===== config.mk =====
export PLATFORM = sky130hd
export DESIGN_NAME = rtcnt_periph
export DESIGN_NICKNAME = d
export VERILOG_FILES = /design/src/rtl/rtcnt_pkg.sv /design/src/rtl/rtcnt_divider.sv /design/src/rtl/rtcnt_tally.sv /design/src/rtl/rtcnt_periph.sv
export SDC_FILE = /design/constraint.sdc
export NUM_CORES = 1
export LEC_CHECK = 0
export BUFFER_PORTS_ARGS = -buffer_cell sky130_fd_sc_hd__buf_2
export CAP_MARGIN = 20
export CORE_MARGIN = 3
export CORE_UTILIZATION = 40
export DETAILED_ROUTE_END_ITERATION = 10
export GPL_TIMING_DRIVEN = 0
export HOLD_SLACK_MARGIN = 0.15
export MAX_ROUTING_LAYER = met4
export PLACE_DENSITY = 0.66
export SLEW_MARGIN = 20
export SYNTH_ARGS = -nofsm -noshare
export SYNTH_HDL_FRONTEND = slang
export SYNTH_SLANG_ARGS = --single-unit

===== constraint.sdc =====
create_clock -name clk_i -period 4.9 [get_ports clk_i]
set_clock_uncertainty 0.2 [all_clocks]
set_input_delay 0.98 -clock clk_i [delete_from_list [all_inputs] [get_ports clk_i]]
set_output_delay 0.98 -clock clk_i [all_outputs]
set_load 0.05 [all_outputs]

===== src/rtl/rtcnt_pkg.sv =====
package rtcnt_pkg;
    // Register word addresses; halves of a 32-bit value sit high then low
    localparam int A_CTLH = 0;
    localparam int A_CTLL = 1;
    localparam int A_PRSH = 2;
    localparam int A_PRSL = 3;
    localparam int A_DIVH = 4;
    localparam int A_DIVL = 5;
    localparam int A_CNTH = 6;
    localparam int A_CNTL = 7;
    localparam int A_ALMH = 8;
    localparam int A_ALML = 9;

    // Flag / enable positions (shared by both control words)
    localparam int FL_SEC = 0;
    localparam int FL_ALM = 1;
    localparam int FL_OVF = 2;
    localparam int BT_RSF = 3;
    localparam int BT_CFG = 4;
    localparam int BT_DONE = 5;

    // Pending-load mask positions
    localparam int P_PRS = 0;
    localparam int P_CNT = 1;
    localparam int P_ALM = 2;
endpackage


===== src/rtl/rtcnt_divider.sv =====
module rtcnt_divider #(
    parameter int          W       = 32,
    parameter int unsigned RST_VAL = 32767
) (
    input  logic         clk_i,
    input  logic         rst_ni,
    input  logic         tick_i,
    input  logic         load_i,
    input  logic [W-1:0] load_val_i,
    input  logic [W-1:0] reload_i,
    output logic [W-1:0] div_o,
    output logic         pulse_o
);
    logic [W-1:0] div_d, div_q;

    assign pulse_o = tick_i && !load_i && (div_q == '0);
    assign div_o   = div_q;

    always_comb begin
        div_d = div_q;
        if (load_i) begin
            div_d = load_val_i;
        end else if (tick_i) begin
            div_d = (div_q == '0) ? reload_i : div_q - 1'b1;
        end
    end

    always_ff @(posedge clk_i or negedge rst_ni) begin
        if (!rst_ni) div_q <= W'(RST_VAL);
        else         div_q <= div_d;
    end

    // a tick on a non-zero divider lowers it by one
    assert_div_step_R2: assert property (@(posedge clk_i) disable iff (!rst_ni)
        (tick_i && !load_i && div_q != '0) |=> div_q == $past(div_q) - 1'b1);
endmodule


===== src/rtl/rtcnt_tally.sv =====
module rtcnt_tally #(
    parameter int W = 32
) (
    input  logic         clk_i,
    input  logic         rst_ni,
    input  logic         step_i,
    input  logic         load_i,
    input  logic [W-1:0] load_val_i,
    input  logic [W-1:0] alarm_i,
    output logic [W-1:0] cnt_o,
    output logic         hit_o,
    output logic         wrap_o
);
    logic [W-1:0] cnt_d, cnt_q;
    logic [W-1:0] inc;

    assign inc    = cnt_q + 1'b1;
    assign hit_o  = step_i && !load_i && (inc == alarm_i);
    assign wrap_o = step_i && !load_i && (&cnt_q);
    assign cnt_o  = cnt_q;

    always_comb begin
        cnt_d = cnt_q;
        if (load_i)      cnt_d = load_val_i;
        else if (step_i) cnt_d = inc;
    end

    always_ff @(posedge clk_i or negedge rst_ni) begin
        if (!rst_ni) cnt_q <= '0;
        else         cnt_q <= cnt_d;
    end

    // a wrap event leaves the count at zero
    assert_wrap_zero_R8: assert property (@(posedge clk_i) disable iff (!rst_ni)
        wrap_o |=> cnt_q == '0);
endmodule


===== src/rtl/rtcnt_periph.sv =====
module rtcnt_periph
    import rtcnt_pkg::*;
#(
    parameter int          BUS_W      = 16,
    parameter int          ADDR_W     = 4,
    parameter int          COMMIT_LAT = 4,
    parameter int unsigned PRESC_RST  = 32767
) (
    input  logic              clk_i,
    input  logic              rst_ni,
    input  logic              tick_i,
    input  logic              bus_we_i,
    input  logic [ADDR_W-1:0] bus_addr_i,
    input  logic [BUS_W-1:0]  bus_wdata_i,
    output logic [BUS_W-1:0]  bus_rdata_o,
    output logic              irq_o,
    output logic              wake_o
);
    localparam int CNT_W = 2 * BUS_W;
    localparam int LAT_W = $clog2(COMMIT_LAT + 1);

    typedef struct packed {
        logic [2:0]       en;
        logic [2:0]       flg;
        logic             rsf;
        logic             cfg;
        logic [LAT_W-1:0] busy;
        logic             commit_pend;
        logic [2:0]       pend;
        logic [CNT_W-1:0] stg_prs;
        logic [CNT_W-1:0] stg_cnt;
        logic [CNT_W-1:0] stg_alm;
        logic [CNT_W-1:0] prs;
        logic [CNT_W-1:0] alm;
        logic             wake;
    } state_t;

    state_t           st_d, st_q;
    logic             wr_ok, commit, sec_pulse, hit, wrap;
    logic [CNT_W-1:0] div_val, cnt_val;
    int               addr;

    assign addr   = int'(bus_addr_i);
    assign wr_ok  = bus_we_i && (st_q.busy == '0);
    assign commit = st_q.commit_pend && (st_q.busy == LAT_W'(1));

    rtcnt_divider #(.W(CNT_W), .RST_VAL(PRESC_RST)) u_div (
        .clk_i      (clk_i),
        .rst_ni     (rst_ni),
        .tick_i     (tick_i),
        .load_i     (commit && st_q.pend[P_PRS]),
        .load_val_i (st_q.stg_prs),
        .reload_i   (st_q.prs),
        .div_o      (div_val),
        .pulse_o    (sec_pulse)
    );

    rtcnt_tally #(.W(CNT_W)) u_tally (
        .clk_i      (clk_i),
        .rst_ni     (rst_ni),
        .step_i     (sec_pulse),
        .load_i     (commit && st_q.pend[P_CNT]),
        .load_val_i (st_q.stg_cnt),
        .alarm_i    (st_q.alm),
        .cnt_o      (cnt_val),
        .hit_o      (hit),
        .wrap_o     (wrap)
    );

    always_comb begin
        st_d      = st_q;
        st_d.wake = 1'b0;
        if (st_q.busy != '0) st_d.busy = st_q.busy - 1'b1;

        if (commit) begin
            st_d.commit_pend = 1'b0;
            st_d.pend        = '0;
            if (st_q.pend[P_PRS]) st_d.prs = st_q.stg_prs;
            if (st_q.pend[P_ALM]) st_d.alm = st_q.stg_alm;
            if (st_q.pend[P_PRS] || st_q.pend[P_CNT]) st_d.rsf = 1'b1;
        end

        if (wr_ok) begin
            case (addr)
                A_CTLH: begin
                    st_d.en   = bus_wdata_i[2:0];
                    st_d.busy = LAT_W'(COMMIT_LAT);
                end
                A_CTLL: begin
                    st_d.flg  = st_q.flg & bus_wdata_i[2:0];
                    st_d.rsf  = st_q.rsf & bus_wdata_i[BT_RSF];
                    st_d.cfg  = bus_wdata_i[BT_CFG];
                    st_d.busy = LAT_W'(COMMIT_LAT);
                    if (!st_q.cfg && bus_wdata_i[BT_CFG]) begin
                        st_d.stg_prs = st_q.prs;
                        st_d.stg_cnt = cnt_val;
                        st_d.stg_alm = st_q.alm;
                    end
                    if (st_q.cfg && !bus_wdata_i[BT_CFG]) st_d.commit_pend = 1'b1;
                end
                A_PRSH, A_PRSL, A_CNTH, A_CNTL, A_ALMH, A_ALML: begin
                    if (st_q.cfg) begin
                        st_d.busy = LAT_W'(COMMIT_LAT);
                        case (addr)
                            A_PRSH:  begin st_d.stg_prs[BUS_W +: BUS_W] = bus_wdata_i; st_d.pend[P_PRS] = 1'b1; end
                            A_PRSL:  begin st_d.stg_prs[0 +: BUS_W]     = bus_wdata_i; st_d.pend[P_PRS] = 1'b1; end
                            A_CNTH:  begin st_d.stg_cnt[BUS_W +: BUS_W] = bus_wdata_i; st_d.pend[P_CNT] = 1'b1; end
                            A_CNTL:  begin st_d.stg_cnt[0 +: BUS_W]     = bus_wdata_i; st_d.pend[P_CNT] = 1'b1; end
                            A_ALMH:  begin st_d.stg_alm[BUS_W +: BUS_W] = bus_wdata_i; st_d.pend[P_ALM] = 1'b1; end
                            default: begin st_d.stg_alm[0 +: BUS_W]     = bus_wdata_i; st_d.pend[P_ALM] = 1'b1; end
                        endcase
                    end
                end
                default: ;
            endcase
        end

        // Hardware flag sets win over a same-cycle software clear
        if (sec_pulse) st_d.flg[FL_SEC] = 1'b1;
        if (wrap)      st_d.flg[FL_OVF] = 1'b1;
        if (hit) begin
            st_d.flg[FL_ALM] = 1'b1;
            if (!st_q.flg[FL_ALM]) st_d.wake = 1'b1;
        end
    end

    always_ff @(posedge clk_i or negedge rst_ni) begin
        if (!rst_ni) begin
            st_q     <= '0;
            st_q.prs <= CNT_W'(PRESC_RST);
            st_q.alm <= '1;
        end else begin
            st_q <= st_d;
        end
    end

    always_comb begin
        bus_rdata_o = '0;
        case (addr)
            A_CTLH: bus_rdata_o = BUS_W'(st_q.en);
            A_CTLL: bus_rdata_o = BUS_W'({st_q.busy == '0, st_q.cfg, st_q.rsf, st_q.flg});
            A_PRSH: bus_rdata_o = st_q.prs[BUS_W +: BUS_W];
            A_PRSL: bus_rdata_o = st_q.prs[0 +: BUS_W];
            A_DIVH: bus_rdata_o = div_val[BUS_W +: BUS_W];
            A_DIVL: bus_rdata_o = div_val[0 +: BUS_W];
            A_CNTH: bus_rdata_o = cnt_val[BUS_W +: BUS_W];
            A_CNTL: bus_rdata_o = cnt_val[0 +: BUS_W];
            A_ALMH: bus_rdata_o = st_q.alm[BUS_W +: BUS_W];
            A_ALML: bus_rdata_o = st_q.alm[0 +: BUS_W];
            default: ;
        endcase
    end

    assign irq_o  = |(st_q.flg & st_q.en);
    assign wake_o = st_q.wake;

    // a write during the commit delay changes no control state
    assert_busy_drop_R4: assert property (@(posedge clk_i) disable iff (!rst_ni)
        (bus_we_i && st_q.busy != '0) |=> ($stable(st_q.en) && $stable(st_q.cfg)));

    // outside configuration mode only the control words can touch the shadows
    assert_stage_hold_R3: assert property (@(posedge clk_i) disable iff (!rst_ni)
        (bus_we_i && !st_q.cfg && addr != A_CTLL)
        |=> ($stable(st_q.stg_cnt) && $stable(st_q.stg_prs) && $stable(st_q.stg_alm)));

    // the synchronised bit only rises on a commit
    assert_rsf_cause_R5: assert property (@(posedge clk_i) disable iff (!rst_ni)
        $rose(st_q.rsf) |-> $past(commit));

    // wake coincides with a set alarm flag and lasts one cycle
    assert_wake_flag_R7: assert property (@(posedge clk_i) disable iff (!rst_ni)
        st_q.wake |-> st_q.flg[FL_ALM]);
    assert_wake_once_R7: assert property (@(posedge clk_i) disable iff (!rst_ni)
        st_q.wake |=> !st_q.wake);
endmodule


==> summary.txt <==
Floorplan
  – I/O Pins: 42
  – Die height: 188.9 um
  – Die area: 35700 um^2
  – Die W: 188.9 um
  – Core ar.: 32780 um^2
  – Rows: 66
  – Effective utilization at floorplan: 0.4084

Layout
  – Area of the multi-input gates: 6812 um^2
  – Fin cells: 2073
  – Design area: 15130 um^2
  – Reg area: 6083 um^2
  – Ant. Diodes: 0
  – Post-layout util: 0.4616
  – Syn-to-layout area delta: 13.05%
  – Filler cells: 3245
  – Final nets: 1640
  – Layout cells sized above 1: 0.1386

Clock tree
  – Clock buffer depth: 3
  – Clk_lat worst skew: 0.57 ns
  – Clock-pin slew on the worst setup and hold paths: 0.06 ns
  – CTS Root Cell: clkbuf_16
  – CTS buffer count: 27
  – Clock Sinks: 240
  – Hold_buf cts: 0
  – CTS tree: done
  – Post CTS Setup Buffer Count: 0
  – Clock H-tree levels: 1

Run status
  – Status: finished, final reports clean

STA
  – Min Tclk post-route: 4.871 ns
  – Final setup vio count: 0
  – RSZ-0062 raised after global routing: no
  – Slew @ Worst Pin: 1.095 ns
  – Final hold violations: 0
  – Max Freq: 0.2053 GHz
  – Slew headroom: 0.2630
  – Period utilisation layout: 0.9941
  – Final setup TNS: 0 ns
  – Final Max Tran Viols: 0
  – Setup ws final: 0.02887 ns

Synth
  – Count of flip-flops with a built-in enable after synthesis: 0
  – Post-Syn Area: 13390 um^2
  – Syn_nets: 1571
  – Main synth FF type: dfrtp_1
  – Mapped Cells: 1541
  – Ys async rst share: 1.000
  – Synth warn: 0
  – Synth area leader: dfrtp_1
  – Flops & latches, synth: 240
  – Syn_area_per_cell: 8.688 um^2
  – Post-synth top cells: nand2_1 (280), nor2_1 (184), dfrtp_1 (178)
  – Most common cell in the netlist: nand2_1
  – Synth unique cells: 70
  – Post-synthesis sequential area ratio: 0.4544
  – Share of the synthesized area in the top cell type: 0.3327
  – Largest cells by area after synthesis: dfrtp_1 (33%), dfstp_2 (12%), nand2_1 (7.9%)

Placement
  – GP Congestion: 0.9857
  – Placed cell area: 14210 um^2
  – Detailed placer's ending HPWL: 39.53 mm
  – PortBufs: 38
  – Placed Instances: 2023
  – Setup Slack @ Placement: -0.2823 ns

Worst setup path
  – CP max FO: 10
  – RR Startpoint: u_div.div_o[8]
  – Crit path DAT: 3.69 ns
  – RR Endpoint: wake_o
  – Reg2reg setup slack: 0.89 ns
  – R2R depth: 7
  – Setup CP Type: in -> out
  – Crit end category: output port
  – CP Launch Type: input pin
  – Critical Path RT: 3.72 ns

Pwr
  – Max VDD drop: 0.2353 mV
  – Leak Pwr: 6.769 nW
  – PD cells: 357.1 nW/um^2

GRT
  – First-pass GRT wire length: 80.59 mm
  – Vias in the first global route: 12270
  – Largest net degree at the start of global routing: 94
  – Global Route Usage Sum: 0.3087
  – Initial antenna violation count: 0
  – GRT Residual Overflow: 0

Route
  – DR iter-0 viols: 1561
  – Detailed-route wire length per cell: 26.27 um
  – Detailed-router iteration count before antenna repair: 6
  – DR vias/cell: 6.186
  – Total wire length: 54.45 mm
  – DRT antenna net count: 0
  – Vias: 12820
  – Residual DRC: 0

Flow run
  – Max_cap viols: 0

Min path
  – Hold WC Path Type: in -> async
==> worst max path at each step <==
| stage | startpoint | endpoint | depth (start not counted) |
|---|---|---|---|
| 3_5_place_dp | bus_addr_i[0] | bus_rdata_o[7] | 7 |
| 2_1_floorplan | bus_addr_i[2] | bus_rdata_o[4] | 7 |
| 5_1_grt | bus_addr_i[1] | bus_rdata_o[15] | 9 |
| 6_report | bus_addr_i[0] | bus_rdata_o[13] | 7 |
| 4_1_cts | bus_addr_i[0] | bus_rdata_o[7] | 7 |
| 3_3_place_gp | rst_ni | st_q[118] | 1 |
==> state kept, by name, indices dropped and copies added, names as in the netlist <==
name / count
st_q: 175
u_div.div_o: 32
u_tally.cnt_o: 32
wake_o: 1
==> cells in the final DEF (no fill, tap or decap), types with 28 or more instances in the layout <==
| master | n |
|---|---|
| xnor2_1 | 50 |
| nand2_1 | 280 |
| clkbuf_1 | 102 |
| nor2_1 | 184 |
| buf_2 | 45 |
| nor3_1 | 32 |
| o21ai_0 | 62 |
| nand3_1 | 28 |
| a31oi_1 | 75 |
| a21o_1 | 32 |
| a21oi_1 | 116 |
| xor2_1 | 30 |
| dfrtp_1 | 178 |
| mux2_2 | 47 |
| dfstp_2 | 62 |
==> routing by layer <==
layer	global-route usage	vias to the layer above	part of all wire
li1	-	5603	-
met1	0.4192	6371	0.41
met2	0.4608	709	0.44
met3	0.05925	140	0.11
met4	0.1140	0	0.044
met5	-	-	0
==> worst max-delay path: stages <==
cell and delay [ns]:
clkbuf_1 0.49, buf_2 0.42, clkbuf_1 0.56, o21ai_0 0.21, a222oi_1 0.47, o21ai_0 0.27, buf_2 0.28
==> cells by family after synthesis <==
group | Yosys count | synth area share
adder cells (fa/ha/maj) | 6 | 0.005607
AO/OA/AOI/OAI | 377 | 0.1765
AND/OR/NAND/NOR | 636 | 0.2161
multiplexers | 65 | 0.05486
XOR/XNOR | 80 | 0.05234
buffers and inverters | 137 | 0.04019
flip-flops | 240 | 0.4544
==> stage by stage <==
| stage | hold WS (ns) | total power [W] |
|---|---|---|
| floorplan | 0.2454 | 0.002995 |
| global placement | 0.2534 | 0.003300 |
| detailed placement | 0.2644 | 0.003339 |
| CTS | 0.1850 | 0.005394 |
| global route | 0.2132 | 0.005609 |
| finish | 0.1804 | 0.005404 |
==> cell type report <==
| class | count | share of cell area |
|---|---|---|
| Multi-Input combinational cell | 1164 | 0.4501 |
| Clock inverter | 5 | 0.003555 |
| Inverter | 24 | 0.006035 |
| Timing Repair Buffer | 40 | 0.01687 |
| Sequential cell | 240 | 0.4020 |
| Tap cell | 442 | 0.03654 |
| Buffer | 113 | 0.02993 |
| Clock buffer | 45 | 0.05506 |
==> power breakdown <==
group | leakage (nW) | switching (W) | internal, W
logic | 3.48 | 0.000561 | 0.000303
registers | 2.85 | 0.000207 | 0.00227
clock network | 0.438 | 0.000865 | 0.00120
==> what timing repair did <==
action / CTS / global route
setup endpoints to repair: 10 / 11
endpoints found under the hold margin: 0 / 0
gates resized for setup: 4 / 6
No activity file was read; power rests on OpenSTA's default activity.
